<file path="src/rtl/fuse_seq_pkg.sv">
package fuse_seq_pkg;

  localparam int NUM_PHASES = 12;

  typedef enum logic [3:0] {
    PH_IDLE        = 4'd0,
    PH_PWR_UP      = 4'd1,
    PH_RD_SU       = 4'd2,
    PH_RD_SMP      = 4'd3,
    PH_RD_STB      = 4'd4,
    PH_RD_HLD      = 4'd5,
    PH_RBW_SU      = 4'd6,
    PH_WR_SU       = 4'd7,
    PH_WR_ADDR_SU  = 4'd8,
    PH_SRC_SU      = 4'd9,
    PH_WR_PGM      = 4'd10,
    PH_SRC_HLD     = 4'd11,
    PH_WR_ADDR_HLD = 4'd12
  } phase_e;

  typedef enum logic [1:0] {
    OP_NONE  = 2'd0,
    OP_READ  = 2'd1,
    OP_PROG  = 2'd2,
    OP_SENSE = 2'd3
  } op_e;

endpackage

</file>
<file path="src/rtl/fuse_phase_timer.sv">
module fuse_phase_timer #(
  parameter int TW = 8
) (
  input  logic          clk,
  input  logic          rst_n,
  input  logic          load,
  input  logic [TW-1:0] load_len,
  output logic          expire
);

  logic [TW-1:0] cnt;

  always_ff @(posedge clk or negedge rst_n) begin
    if (!rst_n) begin
      cnt <= TW'(1);
    end else if (load) begin
      cnt <= (load_len == '0) ? TW'(1) : load_len;
    end else if (cnt > TW'(1)) begin
      cnt <= cnt - TW'(1);
    end
  end

  assign expire = (cnt == TW'(1));

  // a running count falls by exactly one per cycle
  a_r3_countdown: assert property (@(posedge clk) disable iff (!rst_n)
    (!load && cnt > TW'(1)) |=> (cnt == $past(cnt) - TW'(1)));

endmodule

</file>
<file path="src/rtl/fuse_cache_bank.sv">
module fuse_cache_bank #(
  parameter int AW = 3,
  parameter int DW = 32
) (
  input  logic          clk,
  input  logic          rst_n,
  input  logic          we,
  input  logic [AW-1:0] widx,
  input  logic [DW-1:0] wdata,
  input  logic [AW-1:0] ridx,
  output logic [DW-1:0] rdata
);

  localparam int WORDS = 1 << AW;

  logic [DW-1:0] words_q [WORDS];

  for (genvar i = 0; i < WORDS; i++) begin : g_word
    always_ff @(posedge clk or negedge rst_n) begin
      if (!rst_n) begin
        words_q[i] <= '0;
      end else if (we && widx == AW'(i)) begin
        words_q[i] <= wdata;
      end
    end
  end

  assign rdata = words_q[ridx];

endmodule

</file>
<file path="src/rtl/fuse_macro_drive.sv">
module fuse_macro_drive
  import fuse_seq_pkg::*;
(
  input  phase_e phase,
  input  logic   pd_req,
  input  logic   margin_en,
  output logic   mac_pd,
  output logic   mac_sel,
  output logic   mac_rd_strobe,
  output logic   mac_pgm_strobe,
  output logic   mac_src_en,
  output logic   mac_margin
);

  always_comb begin
    mac_pd         = (phase == PH_IDLE) && pd_req;
    mac_sel        = (phase != PH_IDLE) && (phase != PH_PWR_UP);
    mac_rd_strobe  = (phase == PH_RD_STB);
    mac_pgm_strobe = (phase == PH_WR_PGM);
    mac_src_en     = (phase == PH_SRC_SU) || (phase == PH_WR_PGM) ||
                     (phase == PH_SRC_HLD);
    mac_margin     = margin_en &&
                     ((phase == PH_RD_SU) || (phase == PH_RD_SMP) ||
                      (phase == PH_RD_STB) || (phase == PH_RD_HLD));
  end

endmodule

</file>
<file path="src/rtl/fuse_seq_ctrl.sv">
module fuse_seq_ctrl
  import fuse_seq_pkg::*;
#(
  parameter int AW = 3,
  parameter int DW = 32,
  parameter int TW = 8,
  parameter int BW = $clog2(DW)
) (
  input  logic                   clk,
  input  logic                   rst_n,
  input  logic                   cmd_valid,
  output logic                   cmd_ready,
  input  logic [1:0]             cmd_op,
  input  logic [AW-1:0]          cmd_addr,
  input  logic [BW-1:0]          cmd_bit,
  input  logic                   pd_req,
  input  logic                   margin_req,
  input  logic [NUM_PHASES*TW-1:0] phase_len,
  output logic                   rsp_valid,
  input  logic                   rsp_ready,
  output logic [DW-1:0]          rsp_data,
  output logic [3:0]             state,
  output logic                   sense_done,
  input  logic [AW-1:0]          cache_idx,
  output logic [DW-1:0]          cache_data,
  output logic                   mac_pd,
  output logic                   mac_sel,
  output logic [AW-1:0]          mac_addr,
  output logic [BW-1:0]          mac_bit,
  output logic                   mac_rd_strobe,
  output logic                   mac_pgm_strobe,
  output logic                   mac_src_en,
  output logic                   mac_margin,
  input  logic [DW-1:0]          mac_rdata
);

  localparam int WORDS = 1 << AW;

  phase_e        phase_q, phase_d, succ;
  op_e           op_q;
  logic [AW-1:0] addr_q;
  logic [BW-1:0] bit_q;
  logic          margin_q;
  logic          accept, expire, tmr_load, capture, last_word;
  logic [TW-1:0] tmr_len;

  assign cmd_ready = (phase_q == PH_IDLE) && !rsp_valid;
  assign accept    = cmd_valid && cmd_ready && (op_e'(cmd_op) != OP_NONE);
  assign last_word = (addr_q == AW'(WORDS - 1));
  assign capture   = (phase_q == PH_RD_STB) && expire;

  always_comb begin
    unique case (phase_q)
      PH_PWR_UP:      succ = (op_q == OP_PROG) ? PH_RBW_SU : PH_RD_SU;
      PH_RD_SU:       succ = PH_RD_SMP;
      PH_RD_SMP:      succ = PH_RD_STB;
      PH_RD_STB:      succ = PH_RD_HLD;
      PH_RD_HLD:      succ = (op_q == OP_SENSE && !last_word) ? PH_RD_SU : PH_IDLE;
      PH_RBW_SU:      succ = PH_WR_SU;
      PH_WR_SU:       succ = PH_WR_ADDR_SU;
      PH_WR_ADDR_SU:  succ = PH_SRC_SU;
      PH_SRC_SU:      succ = PH_WR_PGM;
      PH_WR_PGM:      succ = PH_SRC_HLD;
      PH_SRC_HLD:     succ = PH_WR_ADDR_HLD;
      default:        succ = PH_IDLE;
    endcase
  end

  always_comb begin
    int idx;
    if (phase_q == PH_IDLE) phase_d = accept ? PH_PWR_UP : PH_IDLE;
    else                    phase_d = expire ? succ : phase_q;
    tmr_load = (phase_d != phase_q) && (phase_d != PH_IDLE);
    idx      = (phase_d == PH_IDLE) ? 0 : int'(phase_d) - 1;
    tmr_len  = phase_len[idx*TW +: TW];
  end

  fuse_phase_timer #(.TW(TW)) u_timer (
    .clk      (clk),
    .rst_n    (rst_n),
    .load     (tmr_load),
    .load_len (tmr_len),
    .expire   (expire)
  );

  fuse_cache_bank #(.AW(AW), .DW(DW)) u_cache (
    .clk   (clk),
    .rst_n (rst_n),
    .we    (capture && op_q == OP_SENSE),
    .widx  (addr_q),
    .wdata (mac_rdata),
    .ridx  (cache_idx),
    .rdata (cache_data)
  );

  fuse_macro_drive u_drive (
    .phase          (phase_q),
    .pd_req         (pd_req),
    .margin_en      (margin_q),
    .mac_pd         (mac_pd),
    .mac_sel        (mac_sel),
    .mac_rd_strobe  (mac_rd_strobe),
    .mac_pgm_strobe (mac_pgm_strobe),
    .mac_src_en     (mac_src_en),
    .mac_margin     (mac_margin)
  );

  always_ff @(posedge clk or negedge rst_n) begin
    if (!rst_n) begin
      phase_q    <= PH_IDLE;
      op_q       <= OP_NONE;
      addr_q     <= '0;
      bit_q      <= '0;
      margin_q   <= 1'b0;
      sense_done <= 1'b0;
      rsp_valid  <= 1'b0;
      rsp_data   <= '0;
    end else begin
      phase_q <= phase_d;
      if (accept) begin
        op_q     <= op_e'(cmd_op);
        addr_q   <= (op_e'(cmd_op) == OP_SENSE) ? '0 : cmd_addr;
        bit_q    <= cmd_bit;
        margin_q <= margin_req && (op_e'(cmd_op) != OP_PROG);
        if (op_e'(cmd_op) == OP_SENSE) sense_done <= 1'b0;
      end
      if (phase_q == PH_RD_HLD && expire && op_q == OP_SENSE) begin
        if (last_word) sense_done <= 1'b1;
        else           addr_q     <= addr_q + AW'(1);
      end
      if (rsp_valid && rsp_ready) rsp_valid <= 1'b0;
      if (capture && op_q == OP_READ) begin
        rsp_valid <= 1'b1;
        rsp_data  <= mac_rdata;
      end
    end
  end

  assign state    = phase_q;
  assign mac_addr = addr_q;
  assign mac_bit  = bit_q;

  // a waiting result keeps its value until taken
  a_r7_rsp_hold: assert property (@(posedge clk) disable iff (!rst_n)
    (rsp_valid && !rsp_ready) |=> (rsp_valid && $stable(rsp_data)));

  // the program strobe is always inside the source window
  a_r5_pgm_in_src: assert property (@(posedge clk) disable iff (!rst_n)
    mac_pgm_strobe |-> mac_src_en);

  // a read strobe begins only after the sample phase
  a_r4_strobe_order: assert property (@(posedge clk) disable iff (!rst_n)
    $rose(mac_rd_strobe) |-> ($past(phase_q) == PH_RD_SMP));

  // completion of a sense is flagged only as the sequencer goes idle
  a_r6_done_idle: assert property (@(posedge clk) disable iff (!rst_n)
    $rose(sense_done) |-> (phase_q == PH_IDLE));

  // the macro is never powered down during an operation
  a_r8_pd_idle_only: assert property (@(posedge clk) disable iff (!rst_n)
    mac_pd |-> (state == 4'd0));

  // the programmed location stays fixed while programming
  a_r5_addr_stable: assert property (@(posedge clk) disable iff (!rst_n)
    (mac_src_en && $past(mac_src_en)) |-> ($stable(mac_addr) && $stable(mac_bit)));

endmodule

</file>
<file path="config.mk">
export PLATFORM = sky130hd
export DESIGN_NAME = fuse_seq_ctrl
export DESIGN_NICKNAME = d
export VERILOG_FILES = /design/src/rtl/fuse_seq_pkg.sv /design/src/rtl/fuse_phase_timer.sv /design/src/rtl/fuse_cache_bank.sv /design/src/rtl/fuse_macro_drive.sv /design/src/rtl/fuse_seq_ctrl.sv
export SDC_FILE = /design/constraint.sdc
export NUM_CORES = 1
export LEC_CHECK = 0
export BUFFER_PORTS_ARGS = -buffer_cell sky130_fd_sc_hd__buf_2
export CAP_MARGIN = 30
export CELL_PAD_IN_SITES_DETAIL_PLACEMENT = 1
export CELL_PAD_IN_SITES_GLOBAL_PLACEMENT = 2
export CORE_MARGIN = 2
export CORE_UTILIZATION = 35
export CTS_CLUSTER_DIAMETER = 200
export CTS_CLUSTER_SIZE = 28
export DETAILED_ROUTE_END_ITERATION = 6
export HOLD_SLACK_MARGIN = 0.08
export PLACE_DENSITY_LB_ADDON = 0.2
export SLEW_MARGIN = 20
export SYNTH_ARGS = -nofsm -noshare
export SYNTH_HDL_FRONTEND = slang
export SYNTH_SLANG_ARGS = --single-unit
</file>
<file path="constraint.sdc">
create_clock -name clk -period 3.5 [get_ports clk]
set_input_delay 0.175 -clock clk [delete_from_list [all_inputs] [get_ports clk]]
set_output_delay 0.175 -clock clk [all_outputs]
set_load 0.005 [all_outputs]
</file>
==> key figures, run 1 <==
Yosys
  • Post-synthesis register bit count: 313
  • Ys Warns: 0
  • Cell variety after synth: 70
  • Sequential fraction of the synthesis area: 51.8%
  • Synth area leader: dfrtp_1
  • EDFF count, synth: 0
  • Top-count cell post-synth: mux2_2
  • Ys flop type: dfrtp_1
  • Syn Inst Count: 1,072
  • Top post-synthesis cells by count: mux2_2 (324), dfrtp_1 (312), mux4_2 (64)
  • Synth async-reset ratio: 100%
  • Average cell area after synthesis: 14.1 um2
  • Top-area cell type share of the netlist area: 51.6%
  • Mapped Nets: 1,231
  • Area contributors post-synth: dfrtp_1 (52%), mux2_2 (24%), mux4_2 (9.5%)
  • Syn Std Cell Area: 15,100 um2

Floorplanning
  • IO Pins: 232
  • Die height: 212 um
  • Die area: 44,900 um2
  • Core area: 42,900 um2
  • Row Count: 76
  • Initial Utilization: 35.3%
  • Die width: 212 um

GRT
  • Initial antenna violation count: 3
  • GRT overflow: 0
  • First-pass GRT wire length: 65.5 mm
  • Vias in the first global route: 11.0k
  • Total track usage: 19.0%
  • Pin count of the biggest net entering global routing: 97

Cells and area
  • Layout Nets: 1,501
  • Core Util, Final: 42.3%
  • Filler cells: 4,462
  • Syn-to-layout area delta: 19.8%
  • Finished Cell Area: 18,100 um2
  • Share of cells above drive strength 1: 53.3%

Power
  • Overall power: 6.57 mW
  • Max VDD drop: 0.297 mV
  • Leakage: 7.99 nW
  • PwrDens: 362 nW/um2

Critical path
  • Crit-path max FO: 10
  • Crit path kind: reg2reg
  • Startpoint class of the critical path: flop
  • CP Capture Type: flop
  • Crit path arrival time: 3.66 ns
  • Worst path required time: 3.96 ns

STA
  • Slew Limit Headroom: 47.5%
  • Skew final: 0.0347 ns
  • Unrepaired setup endpoints after global routing: no
  • Slew @ Worst Pin: 0.788 ns
  • Endpoints failing hold: 0
  • Setup violators final: 0
  • TNS Setup: 0 ns
  • Final Max Slew Viols: 0
  • Final Cycle Share: 91.2%
  • Tmin final: 3.19 ns
  • Max frequency: 313 MHz

Route
  • TritonRoute pass-1 iters: 4
  • Vias per inst: 5.14
  • Antenna Nets Post-Route: 0
  • Final WL: 41.9 mm
  • Via Count: 9,922
  • DR iter-0 viols: 402
  • Wire per inst: 21.7 um
  • Residual DRC: 0

Clock tree
  • Clock tree from TritonCTS: built
  • Htree depth: 1
  • Total CTS buffers: 15
  • Root Buffer: clkbuf_16
  • Clk slew on worst S/H paths: 0.12 ns
  • Clock Path Buffers: 3
  • Worst skew pair latency: 0.52 ns
  • Clk sinks: 313

Worst hold path
  • Min-delay worst type: in2reg

Placed design
  • # port buffers: 231
  • DP Area: 17,200 um2
  • Final GP Congestion: 0.845
  • DPL Wire Length: 28.1 mm

Job
  • Max-Cap Viols: 0

Outcome
  • Status: finished clean
==> routing by layer <==
layer | GRT usage [%] | up-vias | wire, um | part of all wire, %
met2 | 32.4 | 198 | 20200 | 48
met4 | 3.42 | 4 | 709 | 1.7
met1 | 25.5 | 5139 | 19100 | 46
li1 | - | 4538 | - | -
met3 | 3.58 | 43 | 1850 | 4.4
met5 | 0 | - | 24 | 0.057
==> repair_timing <==
action	4_1_cts	5_1_grt
hold buffers	44	0
resized for setup	0	13
buffers inserted	0	2
endpoints found under the hold margin	394	0
endpoints found under the setup margin	0	4
==> cells by family (layout without fill, tap and decap cells) <==
| logic type | Yosys count | after routing | share of synthesized area (%) |
|---|---|---|---|
| xor+xnor | 10 | 10 | 0.579 |
| compound gates | 119 | 119 | 5.56 |
| buf+inv | 82 | 355 | 2.36 |
| fa+ha+maj | 12 | 12 | 0.992 |
| other cells | 0 | 1 | 0 |
| flops | 313 | 313 | 51.8 |
| mux | 397 | 397 | 34.3 |
| simple gates | 139 | 139 | 4.48 |
==> cell type report <==
type                            instances  area [um2]  share of cell area (%)
Timing Repair Buffer                  320        2050                    11.3
Tap cell                              585         732                    4.04
Clock inverter                          1        30.0                   0.166
Clock buffer                           19         390                    2.15
Antenna cell                            1        2.50                  0.0138
Sequential cell                       313        7830                    43.2
Multi-Input combinational cell        677        7030                    38.8
Inverter                               15        58.8                   0.324
==> worst max-delay path, cell delays in order (launching register included) <==
cell and delay [ns]:
dfrtp_1 0.41, inv_1 0.11, ha_2 0.30, or3b_2 0.53, nand2_1 0.09, o22a_1 0.33, o21ai_1 0.23, nand2_1 0.28
o22ai_2 0.15, a211oi_1 0.39, nor3_1 0.09, a31o_1 0.23
==> sequential cells by signal, summed over array words and instances, names as in the netlist <==
name	cells
u_timer.cnt	8
margin_q	1
rsp_valid	1
mac_addr	3
rsp_data	32
op_q	2
mac_bit	5
sense_done	1
state	4
u_cache.words_q	256
==> placed cells by master, fill, tap and decap left out, types with 4 or more instances in the layout <==
cell,count
nand3_1,14
a22oi_1,8
clkbuf_1,4
o21ai_0,15
clkbuf_16,15
mux4_2,64
o211ai_1,6
o22ai_1,6
a211oi_1,4
a31oi_1,4
a21oi_1,22
xor2_1,4
nand2_2,5
mux2_2,324
nor2_1,18
o22a_1,5
o31ai_1,5
ha_1,11
buf_2,229
xnor2_1,6
dfrtp_1,312
a21o_1,6
dlygate4sd3_1,44
nand2_1,56
mux2i_1,7
and3_1,5
buf_12,8
buf_4,38
nor3_1,10
nor2b_1,4
inv_1,11
a221oi_1,4
o21ai_1,4
==> report_power, final <==
| part | switching, mW | internal, mW | leakage, nW |
|---|---|---|---|
| Clock | 1.17 | 0.814 | 0.201 |
| Sequential | 0.0705 | 3.76 | 3.74 |
| Combinational | 0.335 | 0.415 | 4.04 |
==> final timing paths <==
kind,to,from,slack [ns],cells past startpoint
setup reg to reg,u_timer.cnt[0],state[2],0.31,11
min in group asynchronous,u_cache.words_q[84],rst_n,0.29,2
hold reg to reg,rsp_data[25],rsp_data[25],0.51,1
max in group asynchronous,rsp_data[30],rst_n,2.25,3
setup / recovery,u_timer.cnt[0],state[2],0.31,11
hold / removal,op_q[1],cmd_valid,0.15,4
==> stage by stage <==
step / hold WS [ns] / setup WS [ns] / std cells
2_1_floorplan: -0.121 / 0.750 / 1072
3_3_place_gp: 0.276 / 0.206 / 1864
3_5_place_dp: 0.280 / 0.108 / 1864
4_1_cts: 0.128 / 0.0810 / 1928
5_1_grt: 0.166 / 0.0555 / 1930
6_report: 0.151 / 0.308 / 1931
Note: power is estimated with default switching activity, not from simulation.
==> run 2: changes to the inputs <==
Settings changed: PLACE_DENSITY_LB_ADDON 0.2 to 0.25.
Clock period 3.5 ns to 2.76 ns, I/O delays scaled along.
==> key figures, run 2 (synthesized netlist as in run 1, its figures left out) <==
Power
  • Overall power: 8.39 mW (+28%)
  • Leakage: 8.64 nW (+8.2%)
  • PwrDens: 430 nW/um2 (+19%)
  • Max VDD drop: 0.386 mV (+30%)

Critical path
  • Startpoint class of the critical path: flop
  • Worst path required time: 3.23 ns (-0.73 ns)
  • Crit path kind: reg2reg
  • Crit path arrival time: 3.31 ns (-0.35 ns)
  • R2R Setup Slk: -0.08 ns (-0.39 ns)
  • CP Capture Type: flop
  • Crit-path max FO: 7 (-3)

Route
  • Vias per inst: 5.13 (-0.25%)
  • Antenna Nets Post-Route: 0 (unchanged)
  • Via Count: 10.4k (+5.0%)
  • DR iter-0 viols: 392 (-2.5%)
  • Residual DRC: 0 (unchanged)
  • TritonRoute pass-1 iters: 4 (unchanged)
  • Final WL: 43.3 mm (+3.3%)
  • Wire per inst: 21.3 um (-1.9%)

Placed design
  • Pre-CTS WS: -0.442 ns (-0.550 ns)
  • Cells after DPL: 1,946 (+4.4%)
  • Final GP Congestion: 0.840 (-0.62%)
  • DPL Wire Length: 28.8 mm (+2.6%)
  • # port buffers: 231 (unchanged)

Worst hold path
  • Min-delay worst type: in2reg

STA
  • Unrepaired setup endpoints after global routing: yes
  • Fin Hold WS: 0.113 ns (-0.0387 ns)
  • Skew final: 0.0408 ns (+0.00608 ns)
  • Tmin final: 2.84 ns (-0.349 ns)
  • Slew Limit Headroom: 65.6% (+18 points)
  • Final Max Slew Viols: 0 (unchanged)
  • Worst Slack Setup Final: -0.0829 ns (-0.391 ns)
  • Slew @ Worst Pin: 0.516 ns (-0.272 ns)
  • Max frequency: 352 MHz (+12%)
  • Final Cycle Share: 103% (+12 points)
  • Setup violators final: 3 (+3)
  • Endpoints failing hold: 0 (unchanged)

GRT
  • Vias in the first global route: 11.6k (+5.1%)
  • Initial antenna violation count: 4 (+1)
  • First-pass GRT wire length: 67.5 mm (+3.0%)
  • Total track usage: 19.5% (+0.48 points)
  • Pin count of the biggest net entering global routing: 91 (-6.2%)
  • GRT overflow: 0 (unchanged)

Clock tree
  • Clock Path Buffers: 3 (unchanged)
  • Htree depth: 1 (unchanged)
  • Clk sinks: 313 (unchanged)
  • Worst skew pair latency: 0.53 ns (about the same)
  • Clk slew on worst S/H paths: 0.12 ns (about the same)
  • Root Buffer: clkbuf_16
  • Total CTS buffers: 15 (unchanged)
  • Clock tree from TritonCTS: built

Cells and area
  • Layout Nets: 1,602 (+6.7%)
  • Commonest cells after routing, fill and taps aside: mux2_2 (324), dfrtp_1 (312), buf_2 (229), buf_4 (109), mux4_2 (64)
  • Syn-to-layout area delta: 28.8%
  • Most common cell after layout, fill and taps aside: mux2_2
  • Most flop-heavy register: u_cache.words_q
  • Share of cells above drive strength 1: 60.4% (+7.1 points)
  • Cell Count, Final, Fillers Out: 2,033 (+5.3%)
  • Largest register FFs: 256 (unchanged)
  • Top flop regs: u_cache.words_q (256), rsp_data (32), u_timer.cnt (8)
  • Filler cells: 4,376 (-1.9%)

Floorplanning
  • Row Count: 76 (unchanged)
  • Core area: 42,900 um2 (unchanged)
  • IO Pins: 232 (unchanged)
  • Die height: 212 um (unchanged)
  • Die width: 212 um (unchanged)
  • Die area: 44,900 um2 (unchanged)
  • Initial Utilization: 35.3% (unchanged)

Job
  • Max-Cap Viols: 0 (unchanged)

Outcome
  • Status: finished, violations left
  • Failing checks: setup timing
-- run 2: cell count changes in the layout (fill, tap and decap cells not counted), sizes merged --
cell   before  now
diode       1    2
buf       276  377
-- run 2: layer usage --
| layer | GRT usage (%) | vias up | share of wire (%) |
|---|---|---|---|
| met1 | 26.7 | 5456 | 46 |
| met2 | 32.8 | 188 | 48 |
| li1 | - | 4732 | - |
| met3 | 3.40 | 38 | 4.1 |
| met4 | 3.45 | 6 | 1.6 |
| met5 | 0 | - | 0.11 |
-- run 2: worst max-delay path: stages, from the launching register on --
cell      delay, ns
dfstp_2        0.57
ha_4           0.13
or3b_4         0.40
o21ai_4        0.15
o211a_4        0.23
buf_4          0.13
nor3_4         0.04
nor2_4         0.27
buf_6          0.17
o22ai_4        0.07
o211ai_1       0.33
nor3_2         0.06
a31o_1         0.22
-- run 2: final cells by class --
type	instances	area, um2	area share, %
sequential	313	7830	40.2
multi-input combinational	677	7420	38.1
timing repair buffer	421	3010	15.4
tap	585	732	3.75
clock buffer	19	390	2.00
inverter	15	71.3	0.366
clock inverter	1	30.0	0.154
antenna	2	5.00	0.0257
-- run 2: per-stage QoR --
stage	utilization (%)	TNS [ns]	instance area, um2
after floorplan	-	0	15100
after global placement	41.8	-1.66	17900
after detailed placement	41.8	-2.29	17900
after CTS	44.7	-0.303	19200
after global routing	45.5	-1.10	19500
final	45.5	-0.184	19500
-- run 2: what timing repair did --
action,CTS,global route
endpoints found under the hold margin,477,0
hold buffers,44,0
pin swaps,24,34
setup endpoints to repair,8,9
cloned,0,0
buffers inserted,19,4
resized for setup,64,57
-- run 2: power by group --
group	leakage, nW	switching, mW	internal, mW
clock	0.201	1.51	1.03
sequential	3.74	0.0895	4.77
combinational	4.70	0.440	0.545
total	8.64	2.04	6.35
-- run 2: worst paths after layout --
path / from / end / cells after the start
min: cmd_op[0] / op_q[0] / 3
max reg2reg: u_timer.cnt[0] / u_timer.cnt[0] / 12
min in group asynchronous: rst_n / u_cache.words_q[49] / 2
max: u_timer.cnt[0] / u_timer.cnt[0] / 12
min reg2reg: u_cache.words_q[238] / u_cache.words_q[238] / 1
max in group asynchronous: rst_n / u_cache.words_q[187] / 3
==> run 3: changes to the inputs <==
Settings changed: REMOVE_ABC_BUFFERS set to 1.
==> key figures, run 3 (synthesized netlist as in run 1, its figures left out) <==
Critical path
  • Worst path max stage delay: 0.41 ns (-0.16 ns)
  • R2R Setup Slk: -0.25 ns (-0.17 ns)
  • Crit-path max FO: 5 (-2)
  • Startpoint class of the critical path: flop
  • Worst path required time: 3.20 ns (-0.03 ns)
  • Reg2reg start: state[2]
  • Worst-case reg-to-reg path depth: 14 (+2)
  • CP Capture Type: flop
  • Worst r2r dst: u_timer.cnt[0]
  • Crit path arrival time: 3.45 ns (+0.14 ns)
  • Crit path kind: reg2reg
  • CP cell instances: buf_4 -> ha_4 -> buf_4 -> nand2_1 -> o31a_1 -> a21oi_4 -> buf_4 -> nor3_4 -> buf_4 -> o21ai_0 -> o221a_2 -> a211oi_4 -> nor3_1 -> a31o_1
  • Worst path slowest cell: dfrtp_1
  • Most numerous cell on the critical path: buf_4
  • CP endpoint: u_timer.cnt[0]
  • Critical Path Start: state[2]

STA
  • Skew final: 0.0282 ns (-0.0126 ns)
  • Worst Slack Setup Final: -0.251 ns (-0.168 ns)
  • Endpoints failing hold: 0 (unchanged)
  • Slew @ Worst Pin: 0.697 ns (+0.181 ns)
  • Unrepaired setup endpoints after global routing: yes
  • Slew Limit Headroom: 53.5% (-12 points)
  • Final Max Slew Viols: 0 (unchanged)
  • Tmin final: 3.01 ns (+0.168 ns)
  • Final Cycle Share: 109% (+6.1 points)
  • TNS Setup: -0.834 ns (-0.650 ns)
  • Setup violators final: 8 (+5)
  • Max frequency: 332 MHz (-5.6%)

Route
  • Wire per inst: 21.3 um (+0.16%)
  • DR iter-0 viols: 410 (+4.6%)
  • Antenna Nets Post-Route: 0 (unchanged)
  • Top layer reached by signal wires: met5
  • Vias per inst: 5.15 (+0.43%)
  • TritonRoute pass-1 iters: 4 (unchanged)
  • DR WL met2: 22.1 mm (+5.3%)
  • Via Count: 10.5k (+0.87%)
  • Met1 WL: 19.1 mm (-3.9%)
  • Final WL: 43.6 mm (+0.61%)
  • Residual DRC: 0 (unchanged)
  • Met3 wire len: 1.65 mm (-8.0%)

Clock tree
  • Clk sinks: 313 (unchanged)
  • Clock Path Buffers: 3 (unchanged)
  • Clk slew on worst S/H paths: 0.11 ns (about the same)
  • Worst skew pair latency: 0.52 ns (about the same)
  • Root Buffer: clkbuf_16
  • Total CTS buffers: 15 (unchanged)
  • Htree depth: 1 (unchanged)
  • Clock tree from TritonCTS: built

Cells and area
  • Most common cell after layout, fill and taps aside: mux2_2
  • Filler cells: 4,414 (+0.87%)
  • Finished Cell Area: 19,600 um2 (+0.67%)
  • Layout Nets: 1,612 (+0.62%)
  • Core Util, Final: 45.8% (+0.30 points)
  • Commonest cells after routing, fill and taps aside: mux2_2 (324), dfrtp_1 (310), buf_2 (230), buf_4 (118), mux4_2 (64)
  • Largest register FFs: 256 (unchanged)
  • Top flop regs: u_cache.words_q (256), rsp_data (32), u_timer.cnt (8)
  • Most flop-heavy register: u_cache.words_q
  • Number of antenna repair diodes: 0 (-2)
  • Share of cells above drive strength 1: 60.9% (+0.51 points)
  • Syn-to-layout area delta: 29.7%

Worst hold path
  • Hold path startpoint: phase_len[6]
  • Min-delay worst type: in2reg

Outcome
  • Failing checks: setup timing
  • Status: finished, violations left

Floorplanning
  • Die height: 212 um (unchanged)
  • Core area: 42,900 um2 (unchanged)
  • Die width: 212 um (unchanged)
  • IO Pins: 232 (unchanged)
  • Die area: 44,900 um2 (unchanged)
  • Row Count: 76 (unchanged)
  • Initial Utilization: 35.3% (unchanged)

GRT
  • Total track usage: 19.2% (-0.26 points)
  • First-pass GRT wire length: 66.6 mm (-1.3%)
  • Pin count of the biggest net entering global routing: 81 (-11%)
  • Vias in the first global route: 11.4k (-1.4%)
  • Initial antenna violation count: 1 (-3)
  • GRT overflow: 0 (unchanged)

Placed design
  • # port buffers: 231 (unchanged)
  • DPL Wire Length: 28.5 mm (-1.1%)
  • DP Area: 17,900 um2 (about the same)
  • Pre-CTS WS: -0.342 ns (+0.0997 ns)
  • Final GP Congestion: 0.844 (+0.45%)

Power
  • PwrDens: 426 nW/um2 (-1.1%)
  • Max VDD drop: 0.307 mV (-20%)
  • Overall power: 8.35 mW (-0.42%)
  • Leakage: 8.71 nW (+0.72%)

Job
  • Max-Cap Viols: 0 (unchanged)
[run 3: cell count changes in the layout (fill, tap and decap cells not counted), sizes merged]
cell and change:
dlygate4sd3 +2, diode -2, nor2 +1, clkbuf +2, inv +1, buf +5
[run 3: worst max-delay path, delay by kind of cell, from the launching register on]
family | cells | cell delay [ns]
simple gates | 3 | 0.45
buf+inv | 4 | 0.68
fa+ha+maj | 1 | 0.17
compound gates | 6 | 1.20
flops | 1 | 0.41
[run 3: layout make-up]
cell class / count / area (um2) / share of cell area (%)
Sequential cell: 313 / 7840 / 39.9
Multi-Input combinational cell: 678 / 7430 / 37.9
Timing Repair Buffer: 430 / 3120 / 15.9
Tap cell: 585 / 732 / 3.73
Clock buffer: 19 / 390 / 1.99
Inverter: 15 / 76.3 / 0.389
Clock inverter: 2 / 38.8 / 0.198
[run 3: metrics by stage]
stage | std cells | hold WS, ns
global placement | 1943 | 0.192
finish | 2042 | 0.126
CTS | 2016 | 0.0910
detailed placement | 1943 | 0.202
floorplan | 1005 | -0.158
global route | 2042 | 0.130
[run 3: worst min-delay path by stage]
| stage | endpoint | slack [ns] | cells past startpoint |
|---|---|---|---|
| final | u_timer.cnt[6] | 0.13 | 5 |
| after global routing | op_q[0] | 0.13 | 4 |
| after CTS | u_timer.cnt[6] | 0.09 | 5 |
| after detailed placement | u_cache.words_q[242] | 0.20 | 1 |
| after global placement | u_cache.words_q[242] | 0.19 | 1 |
| after floorplan | mac_addr[0] | -0.16 | 0 |
[run 3: per-layer routing]
layer / GRT usage (%) / vias to the layer above
li1: - / 4747
met1: 25.5 / 5500
met2: 34.1 / 216
met3: 2.49 / 46
met4: 3.33 / 2
met5: 0 / -
[run 3: power by group]
part | switching [mW] | total (mW) | internal (mW)
combinational | 0.438 | 0.983 | 0.545
sequential | 0.0908 | 4.86 | 4.77
clock | 1.47 | 2.51 | 1.04
total | 2.00 | 8.35 | 6.36
[run 3: timing repair]
action	in CTS	in global routing
hold buffers	46	0
pin swaps	11	37
resized for setup	46	82
setup endpoints to repair	8	8
buffers inserted	6	24
hold endpoints to repair	374	0
cloned	0	4
